$ cat src/rtl/keyguard_pkg.sv
package keyguard_pkg;

  localparam logic [31:0] MAIN_KEY = 32'hFC600309;
  localparam logic [31:0] AUX_KEY  = 32'h2003000F;

  typedef enum logic [1:0] {
    ZONE_LOCK,
    ZONE_MAIN,
    ZONE_AUX,
    ZONE_OPEN
  } zone_t;

  // Strobes passed from the control module to the datapath
  typedef struct packed {
    logic commit;    // the current write may be stored
    logic mainOpen;  // main group open
    logic auxOpen;   // auxiliary group open
  } guard_strobe_t;

endpackage

$ cat src/rtl/keyguard_ctrl.sv
module keyguard_ctrl
  import keyguard_pkg::*;
#(
  parameter int ADDR_W    = 4,
  parameter int DATA_W    = 32,
  parameter int AUX_BASE  = 8,
  parameter int OPEN_BASE = 12
) (
  input  logic              clk,
  input  logic              rstN,
  input  logic              writeEn,
  input  logic [ADDR_W-1:0] addr,
  input  logic [DATA_W-1:0] writeData,
  output guard_strobe_t     strobe
);

  localparam logic [ADDR_W-1:0] MAIN_IDX  = ADDR_W'(0);
  localparam logic [ADDR_W-1:0] AUX_IDX   = ADDR_W'(1);
  localparam logic [ADDR_W-1:0] FIRST_ST  = ADDR_W'(2);
  localparam logic [ADDR_W-1:0] AUX_LO    = ADDR_W'(AUX_BASE);
  localparam logic [ADDR_W-1:0] OPEN_LO   = ADDR_W'(OPEN_BASE);
  localparam logic [DATA_W-1:0] MAIN_WORD = DATA_W'(MAIN_KEY);
  localparam logic [DATA_W-1:0] AUX_WORD  = DATA_W'(AUX_KEY);

  logic  mainOpenQ;
  logic  auxOpenQ;
  zone_t zone;

  // Lock flags: every write to a lock word re-evaluates that lock
  always_ff @(posedge clk) begin
    if (!rstN) begin
      mainOpenQ <= 1'b0;
      auxOpenQ  <= 1'b0;
    end else if (writeEn) begin
      if (addr == MAIN_IDX) mainOpenQ <= (writeData == MAIN_WORD);
      if (addr == AUX_IDX)  auxOpenQ  <= (writeData == AUX_WORD);
    end
  end

  always_comb begin
    if (addr < FIRST_ST)      zone = ZONE_LOCK;
    else if (addr >= OPEN_LO) zone = ZONE_OPEN;
    else if (addr >= AUX_LO)  zone = ZONE_AUX;
    else                      zone = ZONE_MAIN;
  end

  always_comb begin
    strobe.mainOpen = mainOpenQ;
    strobe.auxOpen  = auxOpenQ;
    unique case (zone)
      ZONE_OPEN: strobe.commit = writeEn;
      ZONE_MAIN: strobe.commit = writeEn & mainOpenQ;
      ZONE_AUX:  strobe.commit = writeEn & auxOpenQ;
      default:   strobe.commit = 1'b0;
    endcase
  end

endmodule

$ cat src/rtl/keyguard_regs.sv
module keyguard_regs
  import keyguard_pkg::*;
#(
  parameter int ADDR_W = 4,
  parameter int DATA_W = 32
) (
  input  logic              clk,
  input  logic              rstN,
  input  logic              readEn,
  input  logic [ADDR_W-1:0] addr,
  input  logic [DATA_W-1:0] writeData,
  input  guard_strobe_t     strobe,
  output logic [DATA_W-1:0] readData
);

  localparam int NUM_WORDS = 1 << ADDR_W;
  localparam int FIRST_ST  = 2;

  logic [DATA_W-1:0] words [NUM_WORDS];

  for (genvar g = 0; g < NUM_WORDS; g++) begin : gWord
    if (g < FIRST_ST) begin : gLock
      assign words[g] = '0;
    end else begin : gStore
      logic [DATA_W-1:0] q;
      always_ff @(posedge clk) begin
        if (!rstN) q <= '0;
        else if (strobe.commit && addr == ADDR_W'(g)) q <= writeData;
      end
      assign words[g] = q;
    end
  end

  // Read port: status for the lock words, storage for all others
  always_ff @(posedge clk) begin
    if (!rstN) begin
      readData <= '0;
    end else if (readEn) begin
      if (addr == ADDR_W'(0))      readData <= DATA_W'(strobe.mainOpen);
      else if (addr == ADDR_W'(1)) readData <= DATA_W'(strobe.auxOpen);
      else                         readData <= words[addr];
    end
  end

endmodule

$ cat src/rtl/keyguard_top.sv
module keyguard_top
  import keyguard_pkg::*;
#(
  parameter int ADDR_W    = 4,
  parameter int DATA_W    = 32,
  parameter int AUX_BASE  = 8,
  parameter int OPEN_BASE = 12
) (
  input  logic              clk,
  input  logic              rstN,
  input  logic              writeEn,
  input  logic              readEn,
  input  logic [ADDR_W-1:0] addr,
  input  logic [DATA_W-1:0] writeData,
  output logic [DATA_W-1:0] readData
);

  guard_strobe_t strobe;

  keyguard_ctrl #(
    .ADDR_W(ADDR_W), .DATA_W(DATA_W), .AUX_BASE(AUX_BASE), .OPEN_BASE(OPEN_BASE)
  ) u_ctrl (
    .clk(clk), .rstN(rstN), .writeEn(writeEn), .addr(addr),
    .writeData(writeData), .strobe(strobe)
  );

  keyguard_regs #(
    .ADDR_W(ADDR_W), .DATA_W(DATA_W)
  ) u_regs (
    .clk(clk), .rstN(rstN), .readEn(readEn), .addr(addr),
    .writeData(writeData), .strobe(strobe), .readData(readData)
  );

endmodule

$ cat config.mk
export PLATFORM = sky130hd
export DESIGN_NAME = keyguard_top
export DESIGN_NICKNAME = d
export VERILOG_FILES = /design/src/rtl/keyguard_pkg.sv /design/src/rtl/keyguard_ctrl.sv /design/src/rtl/keyguard_regs.sv /design/src/rtl/keyguard_top.sv
export SDC_FILE = /design/constraint.sdc
export NUM_CORES = 1
export LEC_CHECK = 0
export BUFFER_PORTS_ARGS = -buffer_cell sky130_fd_sc_hd__buf_2
export CAP_MARGIN = 25
export CORE_UTILIZATION = 55
export CTS_CLUSTER_SIZE = 40
export DETAILED_ROUTE_END_ITERATION = 8
export HOLD_SLACK_MARGIN = 0.05
export PLACE_DENSITY = 0.72
export RECOVER_POWER = 25
export SKIP_CTS_REPAIR_TIMING = 1
export SYNTH_ARGS = -nofsm -noshare
export SYNTH_HDL_FRONTEND = slang
export SYNTH_HIERARCHICAL = 1
export SYNTH_SLANG_ARGS = --single-unit
$ cat constraint.sdc
create_clock -name clk -period 2.7 [get_ports clk]
set_input_delay 0.27 -clock clk [delete_from_list [all_inputs] [get_ports clk]]
set_output_delay 0.27 -clock clk [all_outputs]
set_load 0.01 [all_outputs]
Word level (Yosys, flattened, before mapping)
Cells that the tools add are included.
{ "totals": {"elab_cells": 70, "reg_bits": 482, "output_inout_bits": 32} }
{ "op_classes": {"magnitude_cmp": 4, "muxes": 9, "eq_ne": 20, "bitwise_logic": 3, "n_reduce_logical": 17} }
{ "op_table": {"columns": ["op", "n"], "rows": [
  ["$bmux 32 s4", 1],
  ["$mux 32", 4],
  ["$eq 32x30->1 const B", 1],
  ["$eq 32x32->1 const B", 1],
  ["$eq 4x4->1 const B", 8],
  ["$eq 4x3->1 const B", 4],
  ["$logic_and 1x1->1", 14],
  ["$eq 4x2->1 const B", 2],
  ["$ge 4x4->1 const B", 2],
  ["$mux 2", 3],
  ["$ge 5x5->1 const B", 1],
  ["$not 4->5", 1],
  ["$eq 2x2->1 const B", 2],
  ["$eq 4x1->1 const B", 1],
  ["$logic_not 4->1", 1],
  ["$lt 4x2->1 const B", 1],
  ["$reduce_and 2->1", 2],
  ["$pmux 1 s3", 1],
  ["$and 1x1->1", 2],
  ["$eq 2x1->1 const B", 1]
]} }

Longest topological paths before layout
{ "logic_depth": {"word_depth": 7, "mapped_depth": 14} }

By module
The synthesis kept the hierarchy.
{ "by_module_without_submodules": {"columns": ["module", "instances", "seq_area_each_um2", "area_each_um2", "cells_each"], "rows": [
  ["keyguard_regs", 1, 9609.2, 21400.5, 2522],
  ["keyguard_ctrl", 1, 40.0, 354.1, 37]
]} }

Worst setup path before layout
No wires, ideal clock.
{ "synth_path": {"path_kind": "input to register", "from": "input addr[3]", "to": "register u_regs.gWord[3].gStore.q[0]", "t_arrival_ns": 2.389, "slack_ns": 0.189, "path_stages": 13, "required_time_ns": 2.578, "path_cell_list": "inv_1 -> a21o_1 -> inv_2 -> ha_1 -> mux2_1 -> a21oi_1 -> nor3b_1 -> nand3_2 -> or3_1 -> clkbuf_1 -> buf_2 -> nand2_1 -> a21boi_0"} }
{ "synth_lines": {"columns": ["item", "line_no", "source"], "rows": [
  ["start, declared", "keyguard_top.sv:13", "input logic [ADDR_W-1:0] addr,"],
  ["end signal, assigned", "keyguard_regs.sv:28", "else if (strobe.commit && addr == ADDR_W'(g)) q <= writeData;"],
  ["end, declared", "keyguard_regs.sv:25", "logic [DATA_W-1:0] q;"]
]} }

Final worst setup path
{ "layout_path": {"from": "input addr[1]", "to": "register u_regs.readData[6]"} }
{ "layout_via": {"elab_chain_len": 6, "word_cells_on_any_way": 8} }
{ "layout_lines": {"columns": ["item", "line_no", "source"], "rows": [
  ["$not 4->5 (implied by the code)", "keyguard_regs.sv:41", "else readData <= words[addr];"],
  ["$bmux 32 s4", "keyguard_regs.sv:41", null],
  ["$mux 32 (implied by the code) (2 in series)", "keyguard_regs.sv:41", null],
  ["$mux 32", "keyguard_regs.sv:40", "else if (addr == ADDR_W'(1)) readData <= DATA_W'(strobe.auxOpen);"],
  ["$mux 32 (*)", "keyguard_regs.sv:39", "if (addr == ADDR_W'(0)) readData <= DATA_W'(strobe.mainOpen);"],
  ["end signal, assigned", "keyguard_regs.sv:39", null],
  ["end signal, assigned", "keyguard_regs.sv:40", null],
  ["end signal, assigned", "keyguard_regs.sv:41", null],
  ["end, declared", "keyguard_regs.sv:13", "output logic [DATA_W-1:0] readData"]
]} }
Mark *: on every way between the ends. The rest lies on a longest branch, timed or not. The select of a mux whose other input is x is not followed.
A chain may end at the register's enable or synchronous reset.

==> impl_metrics.toml <==
[outcome]
status = "complete, no violations"

[placed_design]
post_dp_cell_area_sq_mm = 0.0229
gp_congestion = 0.886
hpwl_um = 42100
numPortBuffers = 71

[floorplanning]
pin_count = 72
fp-row-count = 72
die_h_um = 201
die_w_um = 201
dieArea_sq_mm = 0.0404
initial_core_util_pct = 56.0
core-area_sq_mm = 0.0388

[sta]
clock_skew_ns = 0.0174
finalCriticalPeriod_ns = 2.40
fmax_mhz = 417
fin_tns_setup_ns = 0
rsz0062_at_grt = "no"
report.final.slew_viol_count = 0
hold_violations = 0
fin_crit_sh_pct = 88.7
tightest_slew_ns = 1.42
finalSetupViolations = 0
slew_headroom_pct = 5.40

[detailed_routing]
drt-total-wl_um = 68000
wl_per_cell_um = 21.8
dr.pass1.iters = 7
viasPerCell = 6.00
drc = 0
vias = 18700
drt_iter0_markers = 1713
postRouteAntennaNets = 0

[synth]
synth-seq-cells = 482
synth.avg_cell_area_sq_um = 8.50
syn-num-nets = 2602
netlist_top_cells_count = "nand2_1, dfxtp_1, a21boi_0"
synth-seq-area-share_pct = 44.4
synth_top_area_share_pct = 44.4
netlist_area_sq_mm = 0.0218
synth_edf_count = 0
synthCells = 2559
synth.distinct_cells = 58
synthArstFlopShare_pct = 0
yosys_warnings = 6
synthTopCellsByArea = "dfxtp_1, nand2_1, a21boi_0"
synth_most_common_cell = "nand2_1"
synth_largest_area_cell = "dfxtp_1"
synth-main-ff-cell = "dfxtp_1"

[global_route]
grt_pass1_vias = 17900
grt.overflow.total = 0
antenna_found_initial = 4
grt_pass1_wl_um = 104000
grt_max_degree = 178
grtUsageTotal_pct = 33.2

[clocking]
cts_max_level = 2
clk_path_buf_depth = 3
cts_tree = "built"
cts_inserted_buffers = 50
cts.sink_count = 482
cts-root-buf = "clkbuf_16"
clk_pin_slew_ns = 0.06
insertion_delay_ns = 0.60

[critical_path]
r2r_end = "u_regs/gWord[15].gStore.q[14]"
crit_end = "u_regs/readData[6]"
cp-end-kind = "register"
reg2regPathDepth = 9
cp_max_fo = 42
setup.worst_path.class = "in -> reg"
critPathLaunchType = "primary input"
regToRegSetupSlack_ns = 0.38
required_ns = 3.17
r2r-start = "u_ctrl/auxOpenQ"
startpoint = "addr[1]"
crit_arrival_ns = 2.86

[final_layout]
fillers = 3303
nNetsFinal = 2595
design_area_sq_mm = 0.0245
drive_above_1_share_pct = 10.7
area_delta_synth_final_pct = 12.7

[power]
p_int_w = 0.0116
combPwrFrac_pct = 5.8
p_sw_w = 0.00350
seq_power_share_pct = 47.5
ir_drop_mv = 0.439
clkPwrFrac_pct = 46.7
power_density_mw_per_mm2 = 616
leakagePower_nw = 8.35
sw_frac_of_total_pct = 23.2

[worst_hold_path]
min_path_type = "in -> reg"

[job]
max-cap-violations = 0
[metrics by stage]
| step | hold slack [ns] | setup slack, ns | power [W] | cells | utilization [%] |
|---|---|---|---|---|---|
| 2_1_floorplan | 0.405 | 0.189 | 0.00788 | 2559 | - |
| 3_5_place_dp | 0.442 | 0.0793 | 0.00819 | 3017 | 59.0 |
| 5_1_grt | 0.0781 | 0.217 | 0.0155 | 3111 | 63.1 |
| 6_report | 0.0620 | 0.305 | 0.0151 | 3113 | 63.1 |
| 4_1_cts | 0.00951 | 0.610 | 0.0151 | 3107 | 63.3 |
| 3_3_place_gp | 0.433 | 0.160 | 0.00818 | 3017 | 59.0 |
[sequential cells by signal, indices dropped and copies added (netlist names)]
register	flops
u_ctrl/auxOpenQ	1
u_ctrl/mainOpenQ	1
u_regs/readData	32
u_regs/gWord.gStore.q	448
[per-layer routing]
| layer | wire length, um | vias up | global-route usage (%) |
|---|---|---|---|
| met5 | 0 | - | 0 |
| met4 | 2680 | 0 | 14.9 |
| met1 | 27900 | 9081 | 43.9 |
| met3 | 6120 | 165 | 5.75 |
| li1 | - | 8565 | - |
| met2 | 31300 | 853 | 53.2 |
[power by group through the flow]
stage / Clock (W) / Combinational, W / Sequential, W
6_report: 0.00705 / 0.000875 / 0.00717
5_1_grt: 0.00740 / 0.000910 / 0.00717
4_1_cts: 0.00711 / 0.000862 / 0.00717
3_3_place_gp: 0 / 0.000850 / 0.00733
3_5_place_dp: 0 / 0.000860 / 0.00733
2_1_floorplan: 0 / 0.000551 / 0.00733
[placed cells by master, fill, tap and decap left out, drive strengths merged, types with 2 or more instances in the layout]
cell type	Yosys	routed
nand2	934	934
dfxtp	482	482
a21boi	448	448
mux2i	171	171
buf	119	133
clkbuf	119	115
o22ai	70	70
o21ai	44	44
mux4	26	26
nor2	24	24
nor4	22	22
a21oi	15	15
a211oi	12	12
nand3	11	11
clkinv	0	10
and3	6	6
inv	4	6
diode	0	5
clkinvlp	0	4
bufinv	0	4
and2	4	4
nor2b	4	4
nand3b	4	4
ha	3	3
or3b	3	3
nor4b	3	3
nand2b	3	3
a21o	2	2
o211ai	2	2
o31ai	2	2
nor3	2	2
or3	2	2
a31oi	2	2
mux2	2	2
and4bb	2	2
nand4b	2	2
[how the worst min path moves through the flow]
| stage | from | to | slack (ns) | cells after the start |
|---|---|---|---|---|
| after floorplan | writeData[20] | u_regs/gWord[13].gStore.q[20] | 0.40 | 2 |
| after global placement | u_regs/readData[21] | u_regs/readData[21] | 0.43 | 2 |
| after detailed placement | u_regs/readData[8] | u_regs/readData[8] | 0.44 | 2 |
| after CTS | rstN | u_regs/gWord[15].gStore.q[0] | 0.01 | 2 |
| after global routing | writeData[20] | u_regs/gWord[10].gStore.q[20] | 0.08 | 3 |
| final | writeData[20] | u_regs/gWord[10].gStore.q[20] | 0.06 | 3 |
[cell type report]
class | count | area (sq um) | share of cell area [%]
repair buffers | 179 | 1620 | 6.60
well taps | 518 | 648 | 2.64
clock inverters | 20 | 218 | 0.888
flip-flops and latches | 482 | 9650 | 39.4
inverters | 4 | 15.0 | 0.0613
multi-input cells | 1835 | 10900 | 44.4
clock buffers | 70 | 1460 | 5.95
diodes | 5 | 12.5 | 0.0511
[logic make-up (layout without fill, tap and decap cells)]
kind of cell	count (synthesis)	after routing	share of synthesized area, %
AO/OA/AOI/OAI	599	599	19.6
adder cells (fa/ha/maj)	3	3	0.173
buffers and inverters	242	273	5.95
flip-flops	482	482	44.4
multiplexers	199	199	10.7
other	0	5	0
AND/OR/NAND/NOR	1034	1034	19.3
[worst max-delay path: stages]
cell and delay (ns):
clkbuf_1 0.22, buf_4 0.59, nand3b_1 0.73, clkbuf_1 0.34
o22ai_1 0.14, nor4_1 0.45, o21ai_1 0.11
Note: power is estimated with default switching activity, not from simulation.
